==> src/rtl/flash_prog_pkg.sv <==
// Shared types and helpers for the flash program engine.
// Assumes a 16-bit word array addressed in bytes; lane 1 is the high byte.
package flash_prog_pkg;

    typedef logic [15:0] word_t;
    typedef logic [7:0]  byte_t;

    typedef enum logic {
        ST_READ = 1'b0,
        ST_BUSY = 1'b1
    } eng_state_e;

    // Build the AND pattern for a program: ones where nothing is to change.
    function automatic word_t prog_pattern(input word_t data, input logic byte_mode, input logic hi_lane);
        word_t pat;
        if (!byte_mode)
            pat = data;
        else if (hi_lane)
            pat = {data[7:0], 8'hFF};
        else
            pat = {8'hFF, data[7:0]};
        return pat;
    endfunction

endpackage

==> src/rtl/fpe_timer.sv <==
// Busy-period timer for the program engine.
// Loads one of two counts on start and flags the final busy cycle as done.
// Assumes PROG_CYCLES and ACCEL_CYCLES are both at least 1.
module fpe_timer
    import flash_prog_pkg::*;
#(
    parameter int PROG_CYCLES  = 20,
    parameter int ACCEL_CYCLES = 6
) (
    input  logic clk,
    input  logic rst_n,
    input  logic start,
    input  logic accel,
    output logic busy,
    output logic done
);
    localparam int MAX_CYC = (PROG_CYCLES > ACCEL_CYCLES) ? PROG_CYCLES : ACCEL_CYCLES;
    localparam int CNT_W   = $clog2(MAX_CYC + 1);
    localparam logic [CNT_W-1:0] PROG_LOAD  = CNT_W'(PROG_CYCLES - 1);
    localparam logic [CNT_W-1:0] ACCEL_LOAD = CNT_W'(ACCEL_CYCLES - 1);

    eng_state_e       state;
    logic [CNT_W-1:0] cnt;

    // Step the busy state and remaining-cycle counter.
    always_ff @(posedge clk) begin
        if (!rst_n) begin
            state <= ST_READ;
            cnt   <= '0;
        end else begin
            case (state)
                ST_READ: begin
                    if (start) begin
                        state <= ST_BUSY;
                        cnt   <= accel ? ACCEL_LOAD : PROG_LOAD;
                    end
                end
                ST_BUSY: begin
                    if (cnt == '0)
                        state <= ST_READ;
                    else
                        cnt <= cnt - 1'b1;
                end
                default: state <= ST_READ;
            endcase
        end
    end

    // Decode busy and the commit cycle.
    always_comb begin
        busy = (state == ST_BUSY);
        done = busy && (cnt == '0);
    end

endmodule

==> src/rtl/fpe_array.sv <==
// Word array with a flash-style write: the stored word can only lose ones.
// Every location starts erased (all ones). One write port, one combinational read port.
module fpe_array
    import flash_prog_pkg::*;
#(
    parameter int IDX_W = 6
) (
    input  logic             clk,
    input  logic             wr_en,
    input  logic [IDX_W-1:0] wr_idx,
    input  word_t            wr_pattern,
    input  logic [IDX_W-1:0] rd_idx,
    output word_t            rd_word
);
    localparam int DEPTH = 2 ** IDX_W;

    word_t mem [DEPTH];

    // Start from the erased state.
    initial begin
        for (int i = 0; i < DEPTH; i++) mem[i] = '1;
    end

    // Commit a program by clearing bits only.
    always_ff @(posedge clk) begin
        if (wr_en) mem[wr_idx] <= mem[wr_idx] & wr_pattern;
    end

    // Present the addressed word.
    always_comb rd_word = mem[rd_idx];

endmodule

==> src/rtl/fpe_status.sv <==
// Registered read path: array data when idle, polling word when busy.
// The polling toggle bit flips on every read taken while busy.
module fpe_status
    import flash_prog_pkg::*;
(
    input  logic  clk,
    input  logic  rst_n,
    input  logic  rd_en,
    input  logic  busy,
    input  logic  rd_byte,
    input  logic  rd_lane,
    input  logic  pgm_bit7,
    input  word_t arr_word,
    output word_t rd_data
);
    logic  toggle;
    word_t idle_word;

    // Select the idle read value by width and lane.
    always_comb begin
        if (!rd_byte)
            idle_word = arr_word;
        else if (rd_lane)
            idle_word = {8'h00, arr_word[15:8]};
        else
            idle_word = {8'h00, arr_word[7:0]};
    end

    // Register the read result and advance the toggle bit.
    always_ff @(posedge clk) begin
        if (!rst_n) begin
            rd_data <= '0;
            toggle  <= 1'b0;
        end else if (rd_en) begin
            if (busy) begin
                rd_data <= {8'h00, ~pgm_bit7, toggle, 6'b000000};
                toggle  <= ~toggle;
            end else begin
                rd_data <= idle_word;
            end
        end
    end

endmodule

==> src/rtl/flash_prog_engine.sv <==
// Embedded program engine top: takes one request, holds busy for a
// parameterised count, commits an AND-merge into the array, then returns to read mode.
// Assumes the command sequencer presents already-decoded program requests.
module flash_prog_engine
    import flash_prog_pkg::*;
#(
    parameter int ADDR_W       = 7,
    parameter int PROG_CYCLES  = 20,
    parameter int ACCEL_CYCLES = 6
) (
    input  logic              clk,
    input  logic              rst_n,
    input  logic              req_valid,
    input  logic [ADDR_W-1:0] req_addr,
    input  logic [15:0]       req_data,
    input  logic              req_byte,
    input  logic              accel,
    input  logic              rd_en,
    input  logic [ADDR_W-1:0] rd_addr,
    input  logic              rd_byte,
    output logic [15:0]       rd_data,
    output logic              ready
);
    localparam int IDX_W = ADDR_W - 1;

    logic              busy;
    logic              done;
    logic              start;
    logic [ADDR_W-1:0] lat_addr;
    word_t             lat_data;
    logic              lat_byte;
    word_t             arr_word;
    word_t             pattern;

    // Accept a request only while in read mode.
    always_comb start = req_valid && !busy;

    // Hold the request during the busy period; release it once committed.
    always_ff @(posedge clk) begin
        if (!rst_n) begin
            lat_addr <= '0;
            lat_data <= '0;
            lat_byte <= 1'b0;
        end else if (start) begin
            lat_addr <= req_addr;
            lat_data <= req_data;
            lat_byte <= req_byte;
        end else if (done) begin
            lat_addr <= '0;
            lat_data <= '0;
            lat_byte <= 1'b0;
        end
    end

    // Form the write pattern for the selected width and lane.
    always_comb pattern = prog_pattern(lat_data, lat_byte, lat_addr[0]);

    fpe_timer #(
        .PROG_CYCLES (PROG_CYCLES),
        .ACCEL_CYCLES(ACCEL_CYCLES)
    ) u_timer (
        .clk  (clk),
        .rst_n(rst_n),
        .start(start),
        .accel(accel),
        .busy (busy),
        .done (done)
    );

    fpe_array #(
        .IDX_W(IDX_W)
    ) u_array (
        .clk       (clk),
        .wr_en     (done && rst_n),
        .wr_idx    (lat_addr[ADDR_W-1:1]),
        .wr_pattern(pattern),
        .rd_idx    (rd_addr[ADDR_W-1:1]),
        .rd_word   (arr_word)
    );

    fpe_status u_status (
        .clk     (clk),
        .rst_n   (rst_n),
        .rd_en   (rd_en),
        .busy    (busy),
        .rd_byte (rd_byte),
        .rd_lane (rd_addr[0]),
        .pgm_bit7(lat_data[7]),
        .arr_word(arr_word),
        .rd_data (rd_data)
    );

    // Ready/busy pin.
    always_comb ready = !busy;

endmodule

==> config.mk <==
export PLATFORM = sky130hd
export DESIGN_NAME = flash_prog_engine
export DESIGN_NICKNAME = d
export VERILOG_FILES = /design/src/rtl/flash_prog_pkg.sv /design/src/rtl/fpe_timer.sv /design/src/rtl/fpe_array.sv /design/src/rtl/fpe_status.sv /design/src/rtl/flash_prog_engine.sv
export SDC_FILE = /design/constraint.sdc
export NUM_CORES = 1
export LEC_CHECK = 0
export BUFFER_PORTS_ARGS = -buffer_cell sky130_fd_sc_hd__buf_2
export CAP_MARGIN = 10
export CELL_PAD_IN_SITES_DETAIL_PLACEMENT = 1
export CELL_PAD_IN_SITES_GLOBAL_PLACEMENT = 1
export CORE_MARGIN = 2
export CORE_UTILIZATION = 44
export DETAILED_ROUTE_END_ITERATION = 12
export GPL_ROUTABILITY_DRIVEN = 0
export PLACE_DENSITY_LB_ADDON = 0.25
export SKIP_CTS_REPAIR_TIMING = 1
export SLEW_MARGIN = 20
export SYNTH_ARGS = -nofsm -noshare
export SYNTH_HDL_FRONTEND = slang
export SYNTH_HIERARCHICAL = 1
export SYNTH_SLANG_ARGS = --single-unit
==> constraint.sdc <==
create_clock -name clk -period 5.55 [get_ports clk]
set_input_delay 1.11 -clock clk [delete_from_list [all_inputs] [get_ports clk]]
set_output_delay 1.11 -clock clk [all_outputs]
set_load 0.01 [all_outputs]
==> flow_metrics.py <==
metrics = {
    "place": {
        "io_buffers": 53,
        "place_ws_ps": 963.4,
        "dp_hpwl_um": 123300,
        "place_area_mm2": 0.05294,
    },
    "yosys": {
        "synth_cell_types": 72,
        "async_reset_ff_share_pct": 0,
        "yosysWarnings": 6,
        "yosysTopAreaCell": "edfxtp_1",
        "syn_avg_cell_area_um2": 17.51,
        "synth-seq-cells": 1071,
        "yosysTopAreaCellShare_pct": 61.56,
        "synth_edf_count": 1024,
        "yosysMostFrequentCell": "edfxtp_1",
        "seq_area_frac_synth_pct": 63.44,
        "synthTopCellsByCount": "1024 x edfxtp_1, 390 x mux4_2, 150 x mux2i_1",
        "synth_fp_nets": 2890,
        "ys_top_cells_by_area": "edfxtp_1 62%, mux4_2 18%, mux2i_1 3.0%",
        "syn_inst": 2852,
        "synth_area_mm2": 0.04995,
        "ys.flop_type": "edfxtp_1",
    },
    "clocking": {
        "cts_buffer_depth": 3,
        "cts.sink_count": 1071,
        "cts_max_level": 3,
        "cts_buffers": 113,
        "clock_latency_ps": 720,
        "cts-root-buf": "clkbuf_16",
        "clk_pin_slew_ps": 60,
        "tritoncts": "yes",
    },
    "cells_and_area": {
        "layout-drive-gt1-share_pct": 32.93,
        "fin_area_mm2": 0.05692,
        "final_nets": 2996,
        "fin_util_pct": 50.60,
        "syn_to_final_growth_pct": 13.95,
    },
    "min_path": {
        "min_path_type": "reg2reg",
    },
    "timing": {
        "fin_crit_ps": 4472,
        "finClkSkew_ps": 37.78,
        "worst_slack_ps": 1078,
        "setup_tns_ps": 0,
        "hold_viol_final": 0,
        "period_share_pct": 80.58,
        "rsz0062_at_grt": "no",
        "whs_ps": 467.3,
        "setup_viol": 0,
        "finalMaxSlewViolations": 0,
        "slew_headroom_pct": 14.35,
        "max_freq_mhz": 223.6,
        "tightest_slew_ps": 1285,
    },
    "global_route": {
        "grt.met3_usage_pct": 8.790,
        "grt_overflow": 0,
        "track_usage_pct": 33.34,
        "grt_max_degree": 92,
        "busiest_layer": "met2",
        "grtUsageMet2_pct": 50.25,
        "grt_use_met1_pct": 43.29,
        "grt_pass1_wl_um": 269200,
        "antenna_found_initial": 10,
        "grt_pass1_vias": 33160,
    },
    "routing": {
        "routed_wl_um": 195200,
        "first_iter_violations": 5383,
        "avgRoutedWirePerCell_um": 42.80,
        "first_pass_iters": 6,
        "vias_per_cell": 7.274,
        "ant_nets": 0,
        "route.detailed.drc": 0,
        "dr_total_vias": 33170,
    },
    "worst_setup_path": {
        "worstSetupStartpointType": "register",
        "crit_type": "reg2reg",
        "cp.required_ps": 5940,
        "path_max_fanout": 64,
        "worstSetupEndpointType": "register",
        "worstPathArrival_ps": 4860,
    },
    "floorplanning": {
        "die_h_um": 340.9,
        "initial_utilization_pct": 44.40,
        "dieArea_mm2": 0.1162,
        "core-area_mm2": 0.1125,
        "rows": 123,
        "die_w_um": 340.9,
        "io_pins": 54,
    },
    "run": {
        "maxCapViolations": 0,
    },
    "run_status": {
        "status": "finished clean",
    },
    "power_and_ir_drop": {
        "leakage_nw": 18.05,
        "vdd_drop_max_mv": 0.2406,
        "p_per_area_mw_per_mm2": 336.7,
    },
}
## registers in the layout, summed over array words and instances (netlist names)
register          flops
lat_byte              1
u_timer/cnt           5
u_timer/busy          1
u_array/mem        1024
u_status/rd_data     16
u_status/toggle       1
lat_addr              7
lat_data             16
## where the power goes
group | switching (W) | leakage (nW) | internal (W)
sequential | 0.0000568 | 9.82 | 0.00898
combinational | 0.00139 | 6.33 | 0.000707
clock | 0.00326 | 1.89 | 0.00478
## final cells by class
class                   instances  area, um2
fillers                     10230      55580
flip-flops and latches       1071      31700
multi-input cells            1537      17540
clock buffers                 142       3063
well taps                    1500       1877
repair buffers                223       1832
clock inverters                70      839.6
inverters                      12      51.30
diodes                          5      12.51
## layer usage
layer / wire, um / up-vias
met2: 87130 / 2640
met1: 69660 / 17580
met5: 55 / -
met3: 23990 / 645
met4: 14350 / 4
li1: - / 12310
## cell usage in the layout, fill, tap and decap left out, types with 12 or more instances in the layout
master,n
a21boi_1,28
a21oi_1,81
a221o_1,27
a221oi_1,73
a22o_1,27
a22oi_1,80
a32oi_1,12
buf_12,21
buf_2,48
buf_4,152
bufinv_16,19
clkbuf_1,19
clkbuf_16,117
clkinv_1,21
clkinv_2,18
dfxtp_1,44
edfxtp_1,1024
mux2_2,108
mux2i_1,150
mux4_2,390
nand2_1,87
nand2b_1,21
nand3_1,21
nand3b_1,28
nor2_1,55
nor2_2,41
nor2_4,27
o21ai_0,80
o21ai_1,23
o22ai_1,46
## critical path: stages (launching register included)
cell and delay [ps]:
dfxtp_4 760, and2_2 1010, buf_4 480, a22oi_1 150, a31oi_1 230, a21oi_1 60
o21ai_0 640, o41a_4 750
## kinds of logic after synthesis
group	share of synthesized area (%)
flip-flops	63.44
multiplexers	23.02
AO/OA/AOI/OAI	7.905
AND/OR/NAND/NOR	3.236
buffers and inverters	2.347
XOR/XNOR	0.01754
adder cells (fa/ha/maj)	0.02504
## per-stage QoR
stage | cells | power (W)
detailed placement | 4343 | 0.01121
global route | 4555 | 0.01953
floorplan | 2852 | 0.01035
CTS | 4555 | 0.01915
global placement | 4343 | 0.01116
finish | 4560 | 0.01916
## worst paths after layout
check,start,end,slack (ps),cells past startpoint
max,lat_addr[3]$_SDFFE_PN0P_,u_array/mem[1][3]$_DFFE_PP_,1080,7
min,u_status/rd_data[1]$_SDFFE_PN0P_,u_status/rd_data[1]$_SDFFE_PN0P_,470,2
max reg2reg,lat_addr[3]$_SDFFE_PN0P_,u_array/mem[1][3]$_DFFE_PP_,1080,7
min reg2reg,u_status/rd_data[1]$_SDFFE_PN0P_,u_status/rd_data[1]$_SDFFE_PN0P_,470,2
No activity file was read; power rests on OpenSTA's default activity.
